--- src/rtl/pio_cnt_pkg.sv ---
package pio_cnt_pkg;

    // Width of every final count (values up to 17 before the last caps)
    localparam int CNT_W = 5;

    typedef enum logic [2:0] {
        ST_IDLE,
        ST_PERIOD,
        ST_SETUP,
        ST_ACTIVE,
        ST_CYCLE,
        ST_RECOV,
        ST_FINISH
    } calc_state_t;

endpackage

--- src/rtl/pio_div.sv ---
module pio_div #(
    parameter int DW = 18
) (
    input  logic          clk,
    input  logic          rst_n,
    input  logic          load,
    input  logic [DW-1:0] dividend,
    input  logic [DW-1:0] divisor,
    output logic [DW-1:0] quot,
    output logic          done
);
    localparam int SW = $clog2(DW + 1);

    logic [DW:0]   rem;
    logic [DW-1:0] q;
    logic [DW-1:0] d;
    logic [SW-1:0] steps;
    logic          run;
    logic [DW:0]   shifted;
    logic          fits;

    // One quotient bit per cycle, restoring form
    assign shifted = {rem[DW-1:0], q[DW-1]};
    assign fits    = shifted >= {1'b0, d};

    always_ff @(posedge clk or negedge rst_n) begin
        if (!rst_n) begin
            rem   <= '0;
            q     <= '0;
            d     <= '0;
            steps <= '0;
            run   <= 1'b0;
            done  <= 1'b0;
        end else if (load) begin
            rem   <= '0;
            q     <= dividend;
            d     <= divisor;
            steps <= SW'(DW);
            run   <= 1'b1;
            done  <= 1'b0;
        end else if (run) begin
            rem   <= fits ? (shifted - {1'b0, d}) : shifted;
            q     <= {q[DW-2:0], fits};
            steps <= steps - 1'b1;
            run   <= (steps != SW'(1));
            done  <= (steps == SW'(1));
        end else begin
            done  <= 1'b0;
        end
    end

    assign quot = q;


    div_done_after_run_chk: assert property (@(posedge clk) disable iff (!rst_n)
        done |-> $past(run));

endmodule

--- src/rtl/pio_cnt_clamp.sv ---
module pio_cnt_clamp
    import pio_cnt_pkg::*;
#(
    parameter int DW = 18
) (
    input  logic [DW-1:0]    s_raw,
    input  logic [DW-1:0]    a_raw,
    input  logic [DW-1:0]    c_raw,
    input  logic [DW-1:0]    r_raw,
    input  logic [1:0]       rev,
    input  logic             merge,
    input  logic [CNT_W-1:0] peer_s,
    input  logic [CNT_W-1:0] peer_a,
    input  logic [CNT_W-1:0] peer_r,
    output logic [CNT_W-1:0] setup_f,
    output logic [CNT_W-1:0] active_f,
    output logic [CNT_W-1:0] recov_f,
    output logic [1:0]       code_f,
    output logic [7:0]       byte_f
);
    localparam int XW = DW + 2;

    logic [XW-1:0]    sum_sa, alt_r, rec0, rec_lo, act_lo, act_sp, rec_sp;
    logic [CNT_W-1:0] act_cap, rec_rv, rec_cap, set_cl;

    always_comb begin
        // Second recovery estimate from whole-cycle counts
        sum_sa = XW'(s_raw) + XW'(a_raw);
        alt_r  = (XW'(c_raw) > sum_sa) ? (XW'(c_raw) - sum_sa) : '0;
        rec0   = (XW'(r_raw) > alt_r) ? XW'(r_raw) : alt_r;
        // Floors of two clocks
        rec_lo = (rec0 < XW'(2)) ? XW'(2) : rec0;
        act_lo = (XW'(a_raw) < XW'(2)) ? XW'(2) : XW'(a_raw);
        // Long recovery spills into the active phase
        if (rec_lo > XW'(17)) begin
            act_sp = act_lo + rec_lo - XW'(17);
            rec_sp = XW'(17);
        end else begin
            act_sp = act_lo;
            rec_sp = rec_lo;
        end
        act_cap = (act_sp > XW'(16)) ? CNT_W'(16) : act_sp[CNT_W-1:0];
        // Revision step and final cap
        rec_rv  = (rev > 2'd1) ? (rec_sp[CNT_W-1:0] - 1'b1) : rec_sp[CNT_W-1:0];
        rec_cap = (rec_rv > CNT_W'(16)) ? CNT_W'(16) : rec_rv;
        // Setup range 1..5
        if (s_raw == '0)
            set_cl = CNT_W'(1);
        else if (s_raw > DW'(5))
            set_cl = CNT_W'(5);
        else
            set_cl = s_raw[CNT_W-1:0];
        // Shared channel keeps the slower value
        setup_f  = (merge && peer_s > set_cl)  ? peer_s : set_cl;
        active_f = (merge && peer_a > act_cap) ? peer_a : act_cap;
        recov_f  = (merge && peer_r > rec_cap) ? peer_r : rec_cap;
        case (setup_f)
            CNT_W'(4): code_f = 2'b00;
            CNT_W'(3): code_f = 2'b10;
            CNT_W'(5): code_f = 2'b11;
            default:   code_f = 2'b01;
        endcase

        byte_f = {active_f[3:0], recov_f[3:0]};
    end

endmodule

--- src/rtl/pio_cnt_calc.sv ---
module pio_cnt_calc
    import pio_cnt_pkg::*;
#(
    parameter int FW = 8,
    parameter int TW = 16
) (
    input  logic             clk,
    input  logic             rst_n,
    input  logic             start,
    input  logic [FW-1:0]    freq_mhz,
    input  logic [TW-1:0]    setup_ns,
    input  logic [TW-1:0]    active_ns,
    input  logic [TW-1:0]    cycle_ns,
    input  logic [1:0]       chip_rev,
    input  logic             merge_en,
    input  logic [CNT_W-1:0] peer_setup,
    input  logic [CNT_W-1:0] peer_active,
    input  logic [CNT_W-1:0] peer_recov,
    output logic             busy,
    output logic             done,
    output logic [CNT_W-1:0] setup_cnt,
    output logic [CNT_W-1:0] active_cnt,
    output logic [CNT_W-1:0] recov_cnt,
    output logic [1:0]       setup_code,
    output logic [7:0]       drw_byte
);
    localparam int DW       = TW + 2;
    localparam int BUSY_MAX = 5 * (DW + 2) + 4;
    localparam int BCW      = $clog2(BUSY_MAX + 2);

    calc_state_t st, st_nx;

    logic [FW-1:0]    l_freq;
    logic [TW-1:0]    l_setup, l_active, l_cycle;
    logic [1:0]       l_rev;
    logic             l_merge;
    logic [CNT_W-1:0] l_ps, l_pa, l_pr;
    logic [DW-1:0]    per_q, s_q, a_q, c_q, r_q;
    logic             kick;
    logic [DW-1:0]    dvd, dvs, quot;
    logic             div_done;
    logic [DW-1:0]    sa_sum, rec_ns;
    logic             advance;
    logic [CNT_W-1:0] s_f, a_f, r_f;
    logic [1:0]       code_f;
    logic [7:0]       byte_f;

    // State register
    always_ff @(posedge clk or negedge rst_n) begin
        if (!rst_n) st <= ST_IDLE;
        else        st <= st_nx;
    end

    // Next state
    always_comb begin
        st_nx = st;
        unique case (st)
            ST_IDLE:   if (start)    st_nx = ST_PERIOD;
            ST_PERIOD: if (div_done) st_nx = ST_SETUP;
            ST_SETUP:  if (div_done) st_nx = ST_ACTIVE;
            ST_ACTIVE: if (div_done) st_nx = ST_CYCLE;
            ST_CYCLE:  if (div_done) st_nx = ST_RECOV;
            ST_RECOV:  if (div_done) st_nx = ST_FINISH;
            ST_FINISH:               st_nx = ST_IDLE;
        endcase
    end

    assign advance = (st != st_nx);

    // Divider operand selection: ceiling via (t + p - 1) / p
    assign sa_sum = DW'(l_setup) + DW'(l_active);
    assign rec_ns = (DW'(l_cycle) > sa_sum) ? (DW'(l_cycle) - sa_sum) : '0;

    always_comb begin
        dvs = per_q;
        unique case (st)
            ST_PERIOD: begin dvd = DW'(1000);                     dvs = DW'(l_freq); end
            ST_SETUP:  dvd = DW'(l_setup)  + per_q - 1'b1;
            ST_ACTIVE: dvd = DW'(l_active) + per_q - 1'b1;
            ST_CYCLE:  dvd = DW'(l_cycle)  + per_q - 1'b1;
            ST_RECOV:  dvd = rec_ns        + per_q - 1'b1;
            default:   dvd = '0;
        endcase
    end

    pio_div #(.DW(DW)) u_div (
        .clk      (clk),
        .rst_n    (rst_n),
        .load     (kick),
        .dividend (dvd),
        .divisor  (dvs),
        .quot     (quot),
        .done     (div_done)
    );

    pio_cnt_clamp #(.DW(DW)) u_clamp (
        .s_raw    (s_q),
        .a_raw    (a_q),
        .c_raw    (c_q),
        .r_raw    (r_q),
        .rev      (l_rev),
        .merge    (l_merge),
        .peer_s   (l_ps),
        .peer_a   (l_pa),
        .peer_r   (l_pr),
        .setup_f  (s_f),
        .active_f (a_f),
        .recov_f  (r_f),
        .code_f   (code_f),
        .byte_f   (byte_f)
    );

    // Datapath and outputs
    always_ff @(posedge clk or negedge rst_n) begin
        if (!rst_n) begin
            {l_freq, l_setup, l_active, l_cycle, l_rev, l_merge} <= '0;
            {l_ps, l_pa, l_pr}                 <= '0;
            {per_q, s_q, a_q, c_q, r_q}        <= '0;
            kick       <= 1'b0;
            done       <= 1'b0;
            setup_cnt  <= '0;
            active_cnt <= '0;
            recov_cnt  <= '0;
            setup_code <= '0;
            drw_byte   <= '0;
        end else begin
            kick <= advance && (st != ST_RECOV) && (st != ST_FINISH);
            done <= (st == ST_FINISH);
            if (st == ST_IDLE && start) begin
                l_freq   <= freq_mhz;
                l_setup  <= setup_ns;
                l_active <= active_ns;
                l_cycle  <= cycle_ns;
                l_rev    <= chip_rev;
                l_merge  <= merge_en;
                l_ps     <= peer_setup;
                l_pa     <= peer_active;
                l_pr     <= peer_recov;
            end
            if (div_done) begin
                unique case (st)
                    ST_PERIOD: per_q <= quot;
                    ST_SETUP:  s_q   <= quot;
                    ST_ACTIVE: a_q   <= quot;
                    ST_CYCLE:  c_q   <= quot;
                    ST_RECOV:  r_q   <= quot;
                    default: ;
                endcase
            end
            if (st == ST_FINISH) begin
                setup_cnt  <= s_f;
                active_cnt <= a_f;
                recov_cnt  <= r_f;
                setup_code <= code_f;
                drw_byte   <= byte_f;
            end
        end
    end

    assign busy = (st != ST_IDLE);

    // Cycle counter for the latency bound
    logic [BCW-1:0] busy_cycles;
    always_ff @(posedge clk or negedge rst_n) begin
        if (!rst_n)    busy_cycles <= '0;
        else if (busy) busy_cycles <= busy_cycles + 1'b1;
        else           busy_cycles <= '0;
    end


    busy_bound_chk: assert property (@(posedge clk) disable iff (!rst_n)
        busy_cycles <= BCW'(BUSY_MAX));

    done_pulse_chk: assert property (@(posedge clk) disable iff (!rst_n)
        done |=> !done);

    active_range_chk: assert property (@(posedge clk) disable iff (!rst_n)
        done && !l_merge |-> (active_cnt >= 2) && (active_cnt <= 16));

    recov_floor_chk: assert property (@(posedge clk) disable iff (!rst_n)
        done && !l_merge && (l_rev <= 2'd1) |-> (recov_cnt >= 2) && (recov_cnt <= 16));

    setup_code_chk: assert property (@(posedge clk) disable iff (!rst_n)
        done |-> ((setup_cnt == 5'd4) == (setup_code == 2'b00)) && (setup_cnt >= 1));

    merge_max_chk: assert property (@(posedge clk) disable iff (!rst_n)
        done && l_merge |-> (setup_cnt >= l_ps) && (active_cnt >= l_pa) && (recov_cnt >= l_pr));

endmodule

--- config.mk ---
export PLATFORM = sky130hd
export DESIGN_NAME = pio_cnt_calc
export DESIGN_NICKNAME = d
export VERILOG_FILES = /design/src/rtl/pio_cnt_pkg.sv /design/src/rtl/pio_div.sv /design/src/rtl/pio_cnt_clamp.sv /design/src/rtl/pio_cnt_calc.sv
export SDC_FILE = /design/constraint.sdc
export NUM_CORES = 1
export LEC_CHECK = 0
export BUFFER_PORTS_ARGS = -buffer_cell sky130_fd_sc_hd__buf_2
export CAP_MARGIN = 20
export CORE_AREA = 2 2 200 202
export CTS_BUF_LIST = sky130_fd_sc_hd__clkbuf_16
export DETAILED_ROUTE_END_ITERATION = 7
export DIE_AREA = 0 0 202 204
export PLACE_DENSITY = 0.75
export SLEW_MARGIN = 25
export SYNTH_ARGS = -nofsm -noshare
export SYNTH_HDL_FRONTEND = slang
export SYNTH_SLANG_ARGS = --single-unit
--- constraint.sdc ---
create_clock -name clk -period 11.2 [get_ports clk]
set_input_delay 1.68 -clock clk [delete_from_list [all_inputs] [get_ports clk]]
set_output_delay 1.68 -clock clk [all_outputs]
set_load 0.005 [all_outputs]
Word-level counts from Yosys, hierarchy flattened
Index checks and enable logic that the tools add are counted.

word-level totals
  bits in registers = 255
  latch bits = 0
  memory bits (writable) = 0
  bits in read-only memories = 0
  input bits = 77
  output and inout bits = 27
  word-level logic and storage cells = 124
  memories = 0

cells by class
  add/sub/neg operators = 17
  multipliers = 0
  divide/modulo/power cells = 0
  order comparisons = 14
  eq/ne operators = 14
  shifts and indexed selects = 0
  mux-type cells = 36
  bitwise gates (word level) = 0
  reductions and logical operators = 15

operator list
  operator               count
  $mux 18                8
  $pmux 18 s5            1
  $mux 20                4
  $sub 18x1->18 const B  4
  $mux 5                 11
  $add 16x18->18         3
  $gt 18x20->1           2
  $gt 20x5->1 const B    2
  $pmux 3 s7             1
  $add 18x20->20         1
  $lt 20x2->1 const B    1
  $sub 18x20->20         1
  $sub 20x5->20 const B  1
  $add 18x18->19         1
  $ge 19x18->1           1
  $add 18x18->18         1
  $gt 18x3->1 const B    1
  $logic_not 18->1       1
  $lt 18x2->1 const B    1
  $mux 3                 6
  $sub 16x17->18         1
  $sub 18x18->18         1
  $add 16x16->17         1
  $gt 16x17->1           1
  20 further kinds       40

Longest topological paths before layout
Gate-level depths: netlist (run 1).

  depth in word-level cells = 16
  gate-level depth with buffers = 57
  gate-level depth less buffers = 55

Modules after synthesis
Synthesis (run 1) repeated with hierarchy kept, for this count alone.

second synthesis, totals
  cells, all modules = 2,626
  area, all modules = 22,460.3 µm²

by module, submodules not included
  module         times used  cells each  area an instance (µm²)  sequential area each (µm²)
  pio_cnt_calc   1           1,440       13,454.2                4,854.7
  pio_cnt_clamp  1           760         5,228.8                 0.0
  pio_div        1           426         3,777.4                 1,526.5

Worst setup path after synthesis (run 1)
OpenSTA, ideal clock, no wires.

  path kind = register -> register
  from = register s_q[1]
  to = register active_cnt[0]
  library setup time = 131 ps
  data arrival time = 11,024 ps
  required time = 11,069 ps
  path slack = 44 ps
  stages on the path, launching flop included = 58
  cells stage by stage = dfrtp_1 -> ha_1 -> a21o_1 -> a21oi_1 -> o21bai_1 -> a21oi_1 -> o21bai_1 -> a211oi_1 -> o21ai_0 -> a31oi_1 -> o21bai_1 -> a2111oi_0 -> nor3_1 -> xnor2_1 -> ha_1 -> o21a_1 -> o21bai_1 -> a31oi_1 -> (+22 left out) -> a41oi_1 -> o211ai_1 -> a2111oi_0 -> a41oi_1 -> a211oi_1 -> nand3_1 -> mux2i_4 -> nand2_1 -> ha_1 -> nor2b_1 -> o21a_1 -> o21a_1 -> o21ai_0 -> inv_1 -> o221ai_1 -> nor2_1 -> a31oi_1 -> o21ai_1

on the way
  word-level cells in the longest chain between the ends = 15

ends and longest elaborated chain
  item                                                   RTL line             RTL
  from (decl)                                            pio_cnt_calc.sv:38   logic [DW-1:0] per_q, s_q, a_q, c_q, r_q;
  from (signal assigned)                                 pio_cnt_calc.sv:143  ST_SETUP: s_q <= quot;
  $add 18x18->19 *                                       pio_cnt_clamp.sv:28  sum_sa = XW'(s_raw) + XW'(a_raw);
  $sub 18x20->20 / $gt 18x20->1 (equally long branches)  pio_cnt_clamp.sv:29  alt_r = (XW'(c_raw) > sum_sa) ? (XW'(c_raw) - sum_sa) : '0;
  $mux 20 *                                              pio_cnt_clamp.sv:29
  $gt 18x20->1                                           pio_cnt_clamp.sv:30  rec0 = (XW'(r_raw) > alt_r) ? XW'(r_raw) : alt_r;
  $mux 20 *                                              pio_cnt_clamp.sv:30
  $lt 20x2->1                                            pio_cnt_clamp.sv:32  rec_lo = (rec0 < XW'(2)) ? XW'(2) : rec0;
  $mux 20 *                                              pio_cnt_clamp.sv:32
  $add 18x20->20                                         pio_cnt_clamp.sv:36  act_sp = act_lo + rec_lo - XW'(17);
  $sub 20x5->20                                          pio_cnt_clamp.sv:36
  $mux 20 *                                              pio_cnt_clamp.sv:35  if (rec_lo > XW'(17)) begin
  $gt 20x5->1                                            pio_cnt_clamp.sv:42  act_cap = (act_sp > XW'(16)) ? CNT_W'(16) : act_sp[CNT_W-1:0];
  $mux 5 *                                               pio_cnt_clamp.sv:42
  $gt 5x5->1                                             pio_cnt_clamp.sv:55  active_f = (merge && peer_a > act_cap) ? peer_a : act_cap;
  $logic_and 1x1->1                                      pio_cnt_clamp.sv:55
  $mux 5 *                                               pio_cnt_clamp.sv:55
  to (signal assigned)                                   pio_cnt_calc.sv:122  active_cnt <= '0;
  to (signal assigned)                                   pio_cnt_calc.sv:152  active_cnt <= a_f;
  to (decl)                                              pio_cnt_calc.sv:22   output logic [CNT_W-1:0] active_cnt,

Every way passes the cells marked *; elsewhere a longest branch is shown, timed or not.
A chain may end at the register's enable or synchronous reset.

Final worst setup path (run 1)
  from = register a_q[1]
  to = register active_cnt[4]

on the way
  word-level cells in the longest chain between the ends = 15

ends and longest elaborated chain
  item                                                   RTL line             RTL
  from (decl)                                            pio_cnt_calc.sv:38
  from (signal assigned)                                 pio_cnt_calc.sv:144  ST_ACTIVE: a_q <= quot;
  $add 18x18->19                                         pio_cnt_clamp.sv:28
  $sub 18x20->20 / $gt 18x20->1 (equally long branches)  pio_cnt_clamp.sv:29
  $mux 20                                                pio_cnt_clamp.sv:29
  $gt 18x20->1                                           pio_cnt_clamp.sv:30
  $mux 20                                                pio_cnt_clamp.sv:30
  $lt 20x2->1                                            pio_cnt_clamp.sv:32
  $mux 20                                                pio_cnt_clamp.sv:32
  $add 18x20->20                                         pio_cnt_clamp.sv:36
  $sub 20x5->20                                          pio_cnt_clamp.sv:36
  $mux 20 *                                              pio_cnt_clamp.sv:35
  $gt 20x5->1                                            pio_cnt_clamp.sv:42
  $mux 5 *                                               pio_cnt_clamp.sv:42
  $gt 5x5->1                                             pio_cnt_clamp.sv:55
  $logic_and 1x1->1                                      pio_cnt_clamp.sv:55
  $mux 5 *                                               pio_cnt_clamp.sv:55

Marks and branches as above.

==> reports/qor.yml, run 1 <==
global_route:
  grt_use_total_pct: 27.9
  antenna_found_initial: 0
  grt_pass1_wl_mm: 94.0
  overflow: 0
  grt_pass1_vias: 18549
  grt_start_max_net_pins: 159
cells_and_area:
  antennaDiodeCount: 0
  drive_above_1_share_pct: 15.8
  nNetsFinal: 3009
  syn_to_final_growth_pct: 13.6
setup_path:
  crit_path_max_fanout: 6
  crit_end: "active_cnt[4]"
  r2r-start: "a_q[1]"
  crit_type: "reg -> reg"
  worstPathArrival_ns: 11.44
  crit_path_end_kind: "flip-flop"
  max_stage_delay_ns: 0.42
  reg2reg_depth: 56
  start_kind: "flip-flop"
  required_ns: 11.65
  r2r_end: "active_cnt[4]"
  crit_path_top_delay_cell: "or3_4"
  startpoint: "a_q[1]"
  rrSetupSlack_ns: 0.21
status:
  status: "finished, final reports clean"
cts:
  cts-htree-levels: 1
  holdBufCountCts: 0
  cts_tree: "done"
  clock_path_buffers: 3
  cts_made_buffers: 29
  insertion_delay_ns: 0.58
  root_buffer: "clkbuf_16"
  clock_sinks: 246
  path_clk_slew_ns: 0.06
die:
  start_util_pct: 53.9
  die_y_um: 204
  num_rows: 73
  die_area_sq_um: 41200
  die_x_um: 202
  coreArea_sq_um: 39200
  pin_count: 104
synthesis:
  yosysMostFrequentCell: "inv_1"
  yosys_warnings: 0
  netlist-cell-type-count: 93
  avgSynthCellArea_sq_um: 8.49
  syn_area_sq_um: 21100
  async_flop_share_pct: 100
  synth_area_leader_cell: "dfrtp_1"
  synth_cells: 2489
  synth_common_cells: "inv_1, ha_1, dfrtp_1"
  yosysSeqAreaShare_pct: 29.1
  ys.flop_type: "dfrtp_1"
  synth_edf_count: 0
  synth_top_area_share_pct: 29.1
  yosys-top-cells-area: "dfrtp_1, ha_1, inv_1"
  synth.ff_latch_count: 246
placed_design:
  dpl.hpwl_mm: 43.8
  gp_congestion: 0.950
  io_buffers: 102
timing:
  finalCritPeriodShare_pct: 98.1
  rsz0062_at_grt: "true"
  final.setup_skew_ns: 0.0243
  finalSetupViolations: 0
  fin_crit_ns: 10.99
  relSlewSlack_pct: 29.7
  tightest_slew_ns: 1.05
  drv_slew: 0
  hold_violations: 0
  tns_ns: 0
  fmax_mhz: 91.0
route:
  drt_iter0_drc: 1287
  first_pass_iters: 5
  via_count: 18395
  vias_per_cell: 5.78
  wl_per_cell_um: 18.0
  ant_nets: 0
  drc: 0
  wl_mm: 57.1
worst_hold_path:
  hold_class: "reg -> reg"
job:
  drv_cap: 0
[layout by cell type (no fill, tap or decap), drive strengths merged, types with 7 or more instances in the layout]
cell type and instances:
or2 16, nor4 18, a221oi 9, dfrtp 246, o21a 19, xnor2 91
nand4 16, a21oi 149, o21ai 191, o211ai 10, or3 19, a21o 41
mux2 86, buf 191, ha 288, o21bai 20, mux2i 36, xor2 39
nor2b 27, nand2b 21, fa 10, nand3 37, nor2 148, o22ai 39
nand3b 8, a31oi 30, and3 11, a2111oi 7, nand2 233, inv 340
nor3 62, clkbuf 29, and2 13, a211oi 26, clkinv 10, a41oi 7
a211o 8
[worst min-delay path by stage]
| stage | depth (start not counted) | to | start | slack [ns] |
|---|---|---|---|---|
| 3_5_place_dp | 2 | setup_cnt[3] | setup_cnt[3] | 0.45 |
| 4_1_cts | 2 | setup_cnt[3] | setup_cnt[3] | 0.46 |
| 5_1_grt | 2 | setup_cnt[4] | setup_cnt[4] | 0.49 |
| 3_3_place_gp | 2 | setup_cnt[4] | setup_cnt[4] | 0.45 |
| 6_report | 2 | setup_cnt[3] | setup_cnt[3] | 0.47 |
| 2_1_floorplan | 2 | u_div.rem[17] | u_div.rem[17] | 0.45 |
[what timing repair did]
item / 4_1_cts / 5_1_grt
gates resized for setup: 13 / 56
setup buffers: 2 / 15
pin swaps: 6 / 52
endpoints found under the setup margin: 6 / 10
[kinds of logic (layout without fill, tap and decap cells)]
kind of cell	Yosys count	count (layout)	synth area share, %
AND/OR/NAND/NOR	646	646	14.4
AO/OA/AOI/OAI	630	630	19.0
buffers and inverters	416	578	7.65
adder cells (fa/ha/maj)	298	298	18.0
flip-flops	246	246	29.1
XOR/XNOR	130	130	5.39
multiplexers	122	122	6.41
other	1	5	0.0177
[layout make-up]
type                       count  area (sq um)
clock buffer                  29           726
timing repair buffer         191          1220
sequential                   246          6160
tap                          525           657
multi-input combinational   1831         13700
inverter                     335          1260
clock inverter                23           267
fill                        3296         15200
[registers in the layout (all words and copies together), names as in the netlist, 8 cells and up]
signal and cells:
l_active 16, per_q 18, l_freq 8, r_q 18, u_div.quot 18, u_div.rem 18
u_div.d 18, l_setup 16, a_q 18, s_q 18, c_q 18, l_cycle 16
[critical path: cells and delay by family, from the launching register on]
kind            cells  cell delay [ns]
simple gates        7             1.12
xor+xnor            1             0.14
compound gates     34             6.35
mux                 1             0.21
buf+inv             6             0.64
flops               1             0.38
fa+ha+maj           7             1.99
[layer usage]
| layer | track usage (%) | wire length [um] | vias up |
|---|---|---|---|
| met5 | 0 | 0 | - |
| met4 | 10.7 | 2340 | 0 |
| met3 | 2.71 | 2700 | 153 |
| met2 | 49.4 | 27500 | 523 |
| met1 | 35.4 | 24500 | 8740 |
| li1 | - | - | 8979 |
[through the flow]
step           worst slack [ns]  utilization, %  area [sq um]  hold WS (ns)  std cells
6_report                  0.214            61.3         24000         0.466       3180
5_1_grt                  -0.272            61.3         24000         0.490       3180
4_1_cts                  0.0259            60.3         23600         0.465       3167
3_5_place_dp             -0.937            57.6         22600         0.452       3113
3_3_place_gp             -0.404            57.6         22600         0.454       3113
2_1_floorplan            0.0444               -         21200         0.451       2493
Power of run 1 is not shown: default switching activity piles up to over one toggle a cycle in this logic, so the estimate is an artifact.
==> run 2, diff against run 1 <==
Settings changed: CORE_AREA 2 2 200 202 to 2 2 196 198, DIE_AREA 0 0 202 204 to 0 0 198 200, PLACE_DENSITY 0.75 to 0.77.
==> run 2 against run 1 <==
Net effect:
- clock skew rose by 0.0024 ns
- non-clock buffer count grew 11
- worst hold slack better by 0.0044 ns
- final area down 0.10%
==> reports/qor.yml, run 2 (synthesis gave the netlist of run 1 again) <==
status:
  status: "finished, final reports clean"
cells_and_area:
  final_cell_mix: "inv_1, ha_1, dfrtp_1"
  final_util_pct: 64.1  # +2.9 points
  fillers: 3159  # -4.2%
  final_common_cell: "inv_1"
  drive_above_1_share_pct: 15.5  # -0.26 points
  nNetsFinal: 3020  # +0.37%
  antennaDiodeCount: 0  # unchanged
  syn_to_final_growth_pct: 13.5
  finalNonFillerCells: 3179  # -0.031%
die:
  start_util_pct: 56.5  # +2.6 points
  die_x_um: 198  # -2.0%
  num_rows: 71  # -2.7%
  pin_count: 104  # unchanged
  die_y_um: 200  # -2.0%
  coreArea_sq_um: 37400  # -4.6%
  die_area_sq_um: 39600  # -3.9%
route:
  via_count: 18472  # +0.42%
  vias_per_cell: 5.81  # +0.45%
  drt_iter0_drc: 1126  # -13%
  ant_nets: 0  # unchanged
  wl_mm: 58.0  # +1.6%
  wl_per_cell_um: 18.2  # +1.6%
  drc: 0  # unchanged
  first_pass_iters: 5  # unchanged
cts:
  cts_made_buffers: 29  # unchanged
  path_clk_slew_ns: 0.06  # about the same
  insertion_delay_ns: 0.58  # about the same
  holdBufCountCts: 0  # unchanged
  clock_path_buffers: 3  # unchanged
  clock_sinks: 246  # unchanged
  root_buffer: "clkbuf_16"
  cts-htree-levels: 1  # unchanged
  cts_tree: "done"
global_route:
  grt_pass1_wl_mm: 93.9  # -0.17%
  overflow: 0  # unchanged
  grt_start_max_net_pins: 120  # -25%
  antenna_found_initial: 0  # unchanged
  grt_pass1_vias: 18252  # -1.6%
  grt_use_total_pct: 29.7  # +1.7 points
setup_path:
  crit_path_top_delay_cell: "a2111oi_2"
  crit_type: "reg -> reg"
  r2r_end: "active_cnt[1]"
  crit_path_end_kind: "flip-flop"
  reg2reg_depth: 55  # -1.8%
  r2r-start: "a_q[1]"
  rrSetupSlack_ns: 0.15  # -0.07 ns
  start_kind: "flip-flop"
  max_stage_delay_ns: 0.42  # about the same
  cp_common_cell: "ha_1"
  worst-path-buf-inv: 5  # -1
  required_ns: 11.61  # -0.04 ns
  worstPathArrival_ns: 11.46  # +0.02 ns
  crit_path_max_fanout: 9  # +3
  cp_top_family: "compound AO/OA/AOI/OAI gates"
placed_design:
  io_buffers: 102  # unchanged
  gp_congestion: 0.954  # +0.42%
  pre_cts_slack_ns: -0.847  # +0.0899 ns
  dpl.hpwl_mm: 44.5  # +1.5%
  dp.cells: 3115  # +0.064%
timing:
  finalSetupViolations: 0  # unchanged
  fin_crit_ns: 11.05  # +0.0665 ns
  finalCritPeriodShare_pct: 98.7  # +0.59 points
  tightest_slew_ns: 0.987  # -0.0647 ns
  layout_setup_ws_ns: 0.147  # -0.0665 ns
  drv_slew: 0  # unchanged
  hold_ws_ns: 0.470  # +0.00443 ns
  final.setup_skew_ns: 0.0267  # +0.00236 ns
  relSlewSlack_pct: 34.0  # +4.3 points
  hold_violations: 0  # unchanged
  fmax_mhz: 90.5  # -0.60%
  rsz0062_at_grt: "true"
worst_hold_path:
  min_from: "setup_cnt[4]"
  holdPathEnd: "setup_cnt[4]"
  worstHoldPathCells: 2  # unchanged
  hold_class: "reg -> reg"
job:
  drv_cap: 0  # unchanged
==> run 2: changes by cell type in the layout (fill, tap and decap cells not counted), sizes merged <==
cell,before,now
clkinvlp,3,1
bufinv,5,6
buf,191,202
clkinv,10,13
==> run 2: area by class of cell <==
cell class              count  area, sq um  share of cell area, %
flip-flops and latches    246         6160                   25.7
well taps                 511          639                   2.67
repair buffers            202         1300                   5.41
multi-input cells        1831        13600                   56.8
clock buffers              29          726                   3.03
clock inverters            25          287                   1.19
inverters                 335         1260                   5.24
==> run 2: layer usage <==
metal | track usage, % | vias up | share of wire [%]
met4 | 12.8 | 0 | 4.6
met2 | 51.2 | 553 | 47
li1 | - | 9005 | -
met5 | 0 | - | 0
met3 | 3.61 | 150 | 5.4
met1 | 37.7 | 8764 | 43
==> run 2: worst min-delay path, cell delays in order (launching register included) <==
cell	delay [ns]
dfrtp_1	0.34
nand2_1	0.05
nand2_1	0.05
==> run 2: how the worst max path moves through the flow <==
stage,cells past startpoint,slack (ns),from,endpoint
6_report,55,0.15,a_q[1],active_cnt[1]
5_1_grt,54,-0.44,a_q[1],active_cnt[1]
4_1_cts,56,0.01,s_q[1],active_cnt[1]
3_5_place_dp,55,-0.85,s_q[1],active_cnt[1]
3_3_place_gp,55,-0.56,s_q[1],active_cnt[4]
2_1_floorplan,57,0.04,s_q[1],active_cnt[0]
==> run 2: repair_timing <==
| action | 4_1_cts | 5_1_grt |
|---|---|---|
| setup endpoints to repair | 5 | 9 |
| buffers inserted | 2 | 10 |
| pin swaps | 7 | 51 |
| resized for setup | 15 | 36 |
==> run 2: per-stage QoR <==
step                      setup TNS, ns  area (sq um)
after floorplan                       0         21200
after global placement            -2.72         22600
after detailed placement          -4.17         22600
after CTS                             0         23700
after global routing              -2.04         24000
final                                 0         24000
Power of run 2 is left out for the same reason.
==> run 3, diff against run 2 <==
Settings changed: CELL_PAD_IN_SITES_DETAIL_PLACEMENT set to 0, CELL_PAD_IN_SITES_GLOBAL_PLACEMENT set to 1, CORE_AREA 2 2 196 198 to 2 2 223 225, DIE_AREA 0 0 198 200 to 0 0 225 227, PLACE_DENSITY 0.77 to unset, PLACE_DENSITY_LB_ADDON set to 0.1.
==> run 3 against run 2 <==
Net effect:
- final cell count rose by 4.6%
- wire length increased by 3.8%
- worst setup slack got worse by 0.059 ns
- critical endpoint is now active_cnt[4]
- clock skew decreased by 0.0031 ns
- final area is 1.7% higher
- count of clock-buffer cells in the layout rose by 2
==> reports/qor.yml, run 3 (synthesis gave the netlist of run 1 again) <==
cells_and_area:
  finalNonFillerCells: 3325  # +4.6%
  final_cell_mix: "inv_1, ha_1, dfrtp_1"
  drive_above_1_share_pct: 16.5  # +0.95 points
  nNetsFinal: 3054  # +1.1%
  fin_area_sq_um: 24400  # +1.7%
  fillers: 4738  # +50%
  final_common_cell: "inv_1"
  syn_to_final_growth_pct: 15.4
  antennaDiodeCount: 0  # unchanged
route:
  first_pass_iters: 5  # unchanged
  drt_iter0_drc: 694  # -38%
  wl_per_cell_um: 18.1  # -0.77%
  vias_per_cell: 5.41  # -6.9%
  ant_nets: 0  # unchanged
  wl_mm: 60.2  # +3.8%
  via_count: 17989  # -2.6%
  drc: 0  # unchanged
placed_design:
  gp_congestion: 0.914  # -4.1%
  dp.cells: 3260  # +4.7%
  placed_cell_area_sq_um: 23100  # +1.8%
  pre_cts_slack_ns: -0.815  # +0.0323 ns
  dpl.hpwl_mm: 47.4  # +6.6%
  io_buffers: 102  # unchanged
cts:
  root_buffer: "clkbuf_16"
  cts-htree-levels: 1  # unchanged
  clock_path_buffers: 3  # unchanged
  cts_tree: "done"
  path_clk_slew_ns: 0.06  # about the same
  insertion_delay_ns: 0.59  # about the same
  clock_sinks: 246  # unchanged
  cts_made_buffers: 31  # +6.9%
die:
  start_util_pct: 43.5  # -13 points
  num_rows: 81  # +14%
  die_area_sq_um: 51100  # +29%
  die_x_um: 225  # +14%
  pin_count: 104  # unchanged
  die_y_um: 227  # +14%
  coreArea_sq_um: 48500  # +30%
job:
  drv_cap: 0  # unchanged
setup_path:
  r2r_end: "active_cnt[4]"
  max_stage_delay_ns: 0.41  # about the same
  crit_path_max_fanout: 6  # -3
  crit_path_top_delay_cell: "or3_4"
  crit_path_end_kind: "flip-flop"
  r2r-start: "a_q[1]"
  required_ns: 11.67  # +0.06 ns
  startpoint: "a_q[1]"
  worstPathArrival_ns: 11.58  # +0.12 ns
  crit_type: "reg -> reg"
  rrSetupSlack_ns: 0.09  # -0.06 ns
  start_kind: "flip-flop"
  reg2reg_depth: 57  # +3.6%
status:
  status: "finished, final reports clean"
global_route:
  grt_use_total_pct: 24.0  # -5.7 points
  overflow: 0  # unchanged
  grt_pass1_wl_mm: 96.7  # +3.0%
  antenna_found_initial: 1  # +1
  grt.busiest_layer: "met2"
  grtUsageMet1_pct: 30.1  # -7.5 points
  grt_start_max_net_pins: 161  # +34%
  grt_use_met2_pct: 43.2  # -8.0 points
  grt_util_met3_pct: 2.76  # -0.85 points
  grt_pass1_vias: 18135  # -0.64%
worst_hold_path:
  worstHoldPathCells: 2  # unchanged
  min_from: "setup_cnt[4]"
  hold_class: "reg -> reg"
  holdPathEnd: "setup_cnt[4]"
timing:
  relSlewSlack_pct: 33.3  # -0.71 points
  finalCritPeriodShare_pct: 99.2  # +0.53 points
  final.setup_skew_ns: 0.0236  # -0.00309 ns
  rsz0062_at_grt: "true"
  layout_setup_ws_ns: 0.0880  # -0.0591 ns
  tightest_slew_ns: 0.998  # +0.0106 ns
  hold_violations: 0  # unchanged
  fin_crit_ns: 11.11  # +0.0591 ns
  drv_slew: 0  # unchanged
  fmax_mhz: 90.0  # -0.53%
  finalSetupViolations: 0  # unchanged
run 3: worst max-delay path by stage:
stage | end | cells past startpoint
global route | active_cnt[0] | 58
finish | active_cnt[4] | 57
floorplan | active_cnt[0] | 57
detailed placement | active_cnt[4] | 58
global placement | active_cnt[4] | 58
CTS | active_cnt[4] | 60
run 3: repair_timing:
item,CTS,global route
endpoints found under the setup margin,5,9
pin swaps,14,31
gates resized for setup,17,31
hold buffers,0,0
buffers inserted,2,6
run 3: metal layers:
| layer | share of wire, % | up-vias |
|---|---|---|
| met1 | 45 | 8589 |
| met5 | 0.022 | - |
| met3 | 2.9 | 93 |
| met4 | 3.0 | 2 |
| met2 | 49 | 220 |
| li1 | - | 9085 |
run 3: final cells by class:
type	instances	area, sq um	share of cell area, %
Multi-Input combinational cell	1831	13600	55.8
Sequential cell	246	6160	25.2
Timing Repair Buffer	234	1560	6.39
Inverter	335	1260	5.15
Tap cell	622	778	3.19
Clock buffer	31	776	3.18
Clock inverter	26	258	1.06
run 3: through the flow:
step                      hold WS, ns  utilization (%)  TNS, ns
after floorplan                 0.451                -        0
after global placement          0.455             47.5    -3.41
after detailed placement        0.468             47.5    -3.79
after CTS                       0.481             49.8        0
after global routing            0.497             50.2    -1.97
final                           0.475             50.2        0
run 3: worst max-delay path, delay by kind of cell, from the launching register on:
family / cells / cell delay (ns)
fa+ha+maj: 7 / 2.00
simple gates: 8 / 1.28
compound gates: 35 / 6.45
buf+inv: 5 / 0.56
xor+xnor: 1 / 0.14
flops: 1 / 0.39
mux: 1 / 0.21
Power of run 3 is left out for the same reason.
